$ cat src/rtl/bga_pkg.sv
package bga_pkg;

    typedef enum logic {
        SCAN_UP   = 1'b0,
        SCAN_DOWN = 1'b1
    } scan_dir_e;

endpackage

$ cat src/rtl/bga_scan.sv
module bga_scan
    import bga_pkg::*;
#(
    parameter int P  = 8,
    parameter int AW = 3,
    parameter int PW = 3
) (
    input  logic [P-1:0]  req_i,
    input  logic [PW-1:0] ptr_i,
    input  scan_dir_e     dir_i,
    input  logic [AW-1:0] avail_i,
    output logic [P-1:0]  grant_o
);

    // Ring walk from the pointer; the first avail_i requests met are granted.
    always_comb begin
        int taken;
        int idx;
        grant_o = '0;
        taken   = 0;
        for (int s = 0; s < P; s++) begin
            if (dir_i == SCAN_DOWN) begin
                idx = (int'(ptr_i) + P - s) % P;
            end else begin
                idx = (int'(ptr_i) + s) % P;
            end
            if (req_i[idx] && (taken < int'(avail_i))) begin
                grant_o[idx] = 1'b1;
                taken        = taken + 1;
            end
        end
    end

endmodule

$ cat src/rtl/bga_state.sv
module bga_state
    import bga_pkg::*;
#(
    parameter int P        = 8,
    parameter int N_AV     = 4,
    parameter int AW       = 3,
    parameter int PW       = 3,
    parameter int INIT_PTR = 0,
    parameter bit IS_TOP   = 1'b0
) (
    input  logic          clk,
    input  logic          rst_n,
    input  logic          acc_i,
    input  logic          slot_end_i,
    input  logic [AW-1:0] shift_avail_i,
    output logic [PW-1:0] ptr_o,
    output scan_dir_e     dir_o,
    output logic [AW-1:0] avail_o
);

    typedef struct packed {
        logic [PW-1:0] ptr;
        scan_dir_e     dir;
        logic          odd_slot;
        logic [AW-1:0] avail;
    } arb_state_t;

    arb_state_t    st_d, st_q;
    logic [AW-1:0] reload_val;
    logic [PW-1:0] ptr_next;

    generate
        if (IS_TOP) begin : g_top_reload
            assign reload_val = AW'(N_AV);
        end else begin : g_chain_reload
            assign reload_val = shift_avail_i;
        end
    endgenerate

    assign ptr_next = (st_q.ptr == PW'(P - 1)) ? '0 : st_q.ptr + 1'b1;

    always_comb begin
        st_d = st_q;
        if (slot_end_i) begin
            st_d.avail    = reload_val;
            st_d.dir      = scan_dir_e'(~st_q.dir);
            st_d.odd_slot = ~st_q.odd_slot;
            if (st_q.odd_slot) begin
                st_d.ptr = ptr_next;
            end
        end else if (acc_i && (st_q.avail != '0)) begin
            st_d.avail = st_q.avail - 1'b1;
        end
    end

    always_ff @(posedge clk or negedge rst_n) begin
        if (!rst_n) begin
            st_q.ptr      <= PW'(INIT_PTR);
            st_q.dir      <= SCAN_UP;
            st_q.odd_slot <= 1'b0;
            st_q.avail    <= AW'(N_AV);
        end else begin
            st_q <= st_d;
        end
    end

    assign ptr_o   = st_q.ptr;
    assign dir_o   = st_q.dir;
    assign avail_o = st_q.avail;

endmodule

$ cat src/rtl/blk_grant_arb.sv
module blk_grant_arb
    import bga_pkg::*;
#(
    parameter int P        = 8,
    parameter int N_AV     = 4,
    parameter int INIT_PTR = 2,
    parameter bit IS_TOP   = 1'b0,
    localparam int AW      = $clog2(N_AV + 1),
    localparam int PW      = (P > 1) ? $clog2(P) : 1
) (
    input  logic          clk,
    input  logic          rst_n,
    input  logic [P-1:0]  req_i,
    input  logic          acc_i,
    input  logic          slot_end_i,
    input  logic [AW-1:0] shift_avail_i,
    output logic [P-1:0]  grant_o,
    output logic [AW-1:0] avail_o
);

    logic [PW-1:0] ptr_w;
    scan_dir_e     dir_w;

    bga_state #(
        .P        (P),
        .N_AV     (N_AV),
        .AW       (AW),
        .PW       (PW),
        .INIT_PTR (INIT_PTR),
        .IS_TOP   (IS_TOP)
    ) state_i (
        .clk           (clk),
        .rst_n         (rst_n),
        .acc_i         (acc_i),
        .slot_end_i    (slot_end_i),
        .shift_avail_i (shift_avail_i),
        .ptr_o         (ptr_w),
        .dir_o         (dir_w),
        .avail_o       (avail_o)
    );

    bga_scan #(
        .P  (P),
        .AW (AW),
        .PW (PW)
    ) scan_i (
        .req_i   (req_i),
        .ptr_i   (ptr_w),
        .dir_i   (dir_w),
        .avail_i (avail_o),
        .grant_o (grant_o)
    );


    grant_subset_chk: assert property (@(posedge clk) disable iff (!rst_n)
        (grant_o & ~req_i) == '0);


    grant_count_chk: assert property (@(posedge clk) disable iff (!rst_n)
        $countones(grant_o) == (($countones(req_i) < int'(avail_o)) ?
                                $countones(req_i) : int'(avail_o)));


    no_grant_when_empty_chk: assert property (@(posedge clk) disable iff (!rst_n)
        (avail_o == '0) |-> (grant_o == '0));


    accept_decrement_chk: assert property (@(posedge clk) disable iff (!rst_n)
        (acc_i && !slot_end_i && avail_o != '0) |=> (avail_o == $past(avail_o) - 1'b1));


    dir_flip_chk: assert property (@(posedge clk) disable iff (!rst_n)
        slot_end_i |=> (dir_w != $past(dir_w)));


    dir_hold_chk: assert property (@(posedge clk) disable iff (!rst_n)
        !slot_end_i |=> $stable(dir_w));


    ptr_hold_chk: assert property (@(posedge clk) disable iff (!rst_n)
        !slot_end_i |=> $stable(ptr_w));


    shift_in_range_chk: assert property (@(posedge clk) disable iff (!rst_n)
        slot_end_i |-> (int'(shift_avail_i) <= N_AV));

    generate
        if (IS_TOP) begin : g_top_chk

            reload_full_chk: assert property (@(posedge clk) disable iff (!rst_n)
                slot_end_i |=> (int'(avail_o) == N_AV));
        end else begin : g_chain_chk

            reload_shift_chk: assert property (@(posedge clk) disable iff (!rst_n)
                slot_end_i |=> (avail_o == $past(shift_avail_i)));
        end
    endgenerate

endmodule

$ cat config.mk
export PLATFORM = sky130hd
export DESIGN_NAME = blk_grant_arb
export DESIGN_NICKNAME = d
export VERILOG_FILES = /design/src/rtl/bga_pkg.sv /design/src/rtl/bga_scan.sv /design/src/rtl/bga_state.sv /design/src/rtl/blk_grant_arb.sv
export SDC_FILE = /design/constraint.sdc
export NUM_CORES = 1
export LEC_CHECK = 0
export CORE_MARGIN = 3
export CORE_UTILIZATION = 28
export DETAILED_ROUTE_END_ITERATION = 6
export DONT_BUFFER_PORTS = 1
export GPL_TIMING_DRIVEN = 0
export HOLD_SLACK_MARGIN = 0.08
export SLEW_MARGIN = 5
export SYNTH_ARGS = -nofsm -noshare
export SYNTH_HDL_FRONTEND = slang
export SYNTH_HIERARCHICAL = 1
export SYNTH_SLANG_ARGS = --single-unit
$ cat constraint.sdc
create_clock -name clk -period 50.5 [get_ports clk]
set_input_delay 15.15 -clock clk [delete_from_list [all_inputs] [get_ports clk]]
set_output_delay 15.15 -clock clk [all_outputs]
set_load 0.005 [all_outputs]
==> results.sh, run 1 <==
export IMPL_num_rows=36
export IMPL_synthTopCellsByArea="ha_1, mux4_2, dfrtp_1"
export IMPL_worst_path_buf_inv=4
export IMPL_finalSetupViolations=0
export IMPL_critical_path_max_stage_delay_ns=0.56
export IMPL_cts_hold_buf=0
export IMPL_synthesis_instances=311
export IMPL_finalCriticalPeriod_ns=41.66
export IMPL_critPathKind="primary input to output pin"
export IMPL_seq_area_um2=202.7
export IMPL_grt_use_total_pct=12.67
export IMPL_final_setup_tns_ns=0
export IMPL_fin_crit_sh_pct=82.49
export IMPL_path_common_cell="ha_1"
export IMPL_clock_skew_ns=0.0002188
export IMPL_finalHoldViolCount=0
export IMPL_die_area_um2=11440
export IMPL_dr_pass1_iters=7
export IMPL_synth_area_per_cell_um2=9.173
export IMPL_synth_yosys_warnings=6
export IMPL_crit_family="compound AO/OA/AOI/OAI gates"
export IMPL_synthesis_area_um2=2853
export IMPL_dr_total_vias=2517
export IMPL_ys_ff_latch=8
export IMPL_io_buffer_count=0
export IMPL_yosys_area_top_type_share_pct=11.84
export IMPL_totalWireLength_um=7304
export IMPL_drtAntennaViolNets=0
export IMPL_gp_congestion=0.8428
export IMPL_htree_levels=1
export IMPL_wl_per_cell_um=16.34
export IMPL_start_util_pct=29.05
export IMPL_cp_slowest_cell="a2111oi_4"
export IMPL_cts_sinks=8
export IMPL_startpoint_type="primary input"
export IMPL_clk_insertion_delay_late_ns=0.22
export IMPL_status="complete, no violations"
export IMPL_report_final_slew_viol_count=0
export IMPL_worst_path_stages=43
export IMPL_ctsResizeCount=0
export IMPL_async_flop_share_pct=100.0
export IMPL_yosysTopAreaCell="ha_1"
export IMPL_cp_end_kind="output pin"
export IMPL_hpwlAfterDp_um=6039
export IMPL_area_delta_synth_final_pct=7.281
export IMPL_synth_edf_count=0
export IMPL_viasPerCell=5.631
export IMPL_drtIter0Drc=191
export IMPL_rsz0062_at_grt="false"
export IMPL_max_slew_margin_pct=54.88
export IMPL_drive_above_1_share_pct=28.66
export IMPL_min_path_type="register to register"
export IMPL_cp_max_fo=10
export IMPL_die_y_um=106.9
export IMPL_grt_pass1_vias=2414
export IMPL_ff2ff_path_depth=5
export IMPL_whs_path_depth=1
export IMPL_yosysSeqAreaShare_pct=7.105
export IMPL_grt_pass1_wl_um=12110
export IMPL_cap_violations=0
export IMPL_antenna_found_initial=0
export IMPL_numCtsBuffers=3
export IMPL_synth_fp_nets=353
export IMPL_cts_setup_buffers=0
export IMPL_ctsRootBufferMaster="clkbuf_8"
export IMPL_clk_pin_slew_ns=0.04
export IMPL_max_freq_mhz=24.01
export IMPL_pin_count=26
export IMPL_core_area_um2=9819
export IMPL_cp_data_arrival_time_ns=26.51
export IMPL_die_x_um=106.9
export IMPL_num_nets_final=358
export IMPL_multi_input_area_um2=2420
export IMPL_grt_max_degree=11
export IMPL_fillers=1066
export IMPL_n_antenna_cell=0
export IMPL_cp_data_required_time_ns=35.35
export IMPL_tightestPinTransition_ns=0.6697
export IMPL_yosysUniqueCellTypes=90
export IMPL_cts_max_path_buffers=2
export IMPL_tritoncts="built"
export IMPL_drc_errors=0
export IMPL_grt_remaining_overflow=0
export IMPL_synthFlopType="dfrtp_1"
final timing paths:
kind / slack (ns) / from / to
setup / recovery: 8.84 / req_i[5] / grant_o[4]
hold / removal: 0.49 / state_i/dir_o$_DFFE_PN0P_ / state_i/dir_o$_DFFE_PN0P_
setup reg to reg: 48.93 / state_i/avail_o[0]$_DFFE_PN0P_ / state_i/avail_o[0]$_DFFE_PN0P_
hold reg to reg: 0.49 / state_i/dir_o$_DFFE_PN0P_ / state_i/dir_o$_DFFE_PN0P_
max in group asynchronous: 35.71 / rst_n / state_i/avail_o[2]$_DFFE_PN1P_
min in group asynchronous: 14.62 / rst_n / state_i/ptr_o[0]$_DFFE_PN0P_
Yosys cell counts, types with 3 or more instances:
master    count
a22o_2        3
xor2_1        5
nor4b_2       3
mux2_2        5
nand4_1      19
a21oi_1       8
o21ai_0       9
nand3_1       5
buf_6         4
o211ai_1      4
a222oi_1      3
buf_4         7
a22oi_1       6
inv_1        20
nand2_1      20
mux2_4        5
mux2i_1       7
nor2_1       21
o31ai_1       3
o211ai_2      9
and3_1        3
a211oi_2      3
nor2b_1       4
xnor2_1       7
nor3_1       14
mux4_2        7
dfrtp_1       6
ha_1         27
logic make-up (layout without fill, tap and decap cells):
kind of cell	Yosys count	after routing	share of synthesized area [%]
simple gates	105	105	20.39
mux	27	27	14.78
buf+inv	38	41	8.069
flops	8	8	7.105
compound gates	88	88	29.69
fa+ha+maj	27	27	11.84
xor+xnor	18	18	8.114
area by class of cell:
class / count / share of cell area (%)
Buffer: 17 / 4.906
Clock buffer: 3 / 1.349
Inverter: 21 / 2.617
Multi-Input combinational cell: 265 / 79.07
Sequential cell: 8 / 6.623
Tap cell: 133 / 5.437
worst reg2reg max path, stage by stage (launching register included):
cell      delay (ns)
dfrtp_1         0.40
inv_1           0.06
ha_1            0.19
ha_1            0.24
nand2b_1        0.21
a221o_2         0.35
per-stage QoR:
stage / utilization (%) / std cells / hold WS (ns) / setup WS, ns / area (µm²)
after floorplan: - / 311 / 0.4607 / 10.66 / 2853
after global placement: 30.75 / 444 / 0.4778 / 9.216 / 3019
after detailed placement: 30.75 / 444 / 0.4818 / 9.027 / 3019
after CTS: 31.17 / 447 / 0.4980 / 9.000 / 3060
after global routing: 31.17 / 447 / 0.5257 / 8.251 / 3060
final: 31.17 / 447 / 0.4944 / 8.843 / 3060
state kept, by name (all words and copies together), names as in the netlist:
| signal | cells |
|---|---|
| state_i/avail_o | 3 |
| state_i/ptr_o | 3 |
| state_i/dir_o | 1 |
| state_i/st_q | 1 |
cells in the final DEF (no fill, tap or decap), drive strengths merged, types with 2 or more instances in the layout:
cell type   n
and2        4
nand3       6
o32ai       2
nor3       14
ha         27
a221oi      2
mux2i       9
a21o        3
nand2b      2
nor4b       3
o21ai      11
dfrtp       6
nand4      19
a211o       2
a22oi       7
a211oi      4
nor2       22
nand2      21
inv        20
a221o       3
xnor2      10
a21bo       2
xor2        7
a22o        3
o31ai       3
mux4        8
a31oi       4
and3        4
a21oi      10
a31o        2
clkbuf      5
o21a        2
nor2b       5
dfstp       2
o211ai     13
o41ai       3
buf        12
a222oi      3
mux2       10
per-layer routing:
metal	vias to the layer above	global-route usage (%)	share of wire (%)
li1	1230	-	-
met1	1202	17.38	45
met2	83	22.21	49
met3	2	1.686	5.2
met4	0	0.7306	0.18
met5	-	0	0
Power of run 1 is left out: the tool's default activity adds up to more than one toggle a clock period on the data nets, which glitch-free logic cannot reach.
==> inputs of run 2 (changes only) <==
- clock period: 50.5 -> 40.9 ns (I/O delays scaled with it)
==> results of run 2 <==
The final DEF is identical to that of run 1. Status: complete, no violations.
Among the figures that moved: setup slack after placement 9.027 ns -> 5.187 ns; setup slack after layout 8.843 ns -> 5.003 ns; register-to-register setup slack 48.93 ns -> 39.33 ns
Power of run 2 is left out for the same reason.
==> inputs of run 3 (changes only) <==
- clock period: 40.9 -> 34 ns (I/O delays scaled with it)
==> results of run 3 <==
The final DEF is identical to that of run 1. Status: complete, no violations.
Among the figures that moved: setup slack after placement 9.027 ns -> 2.427 ns; setup slack after layout 8.843 ns -> 2.243 ns; register-to-register setup slack 48.93 ns -> 32.43 ns
Power of run 3 is left out for the same reason.
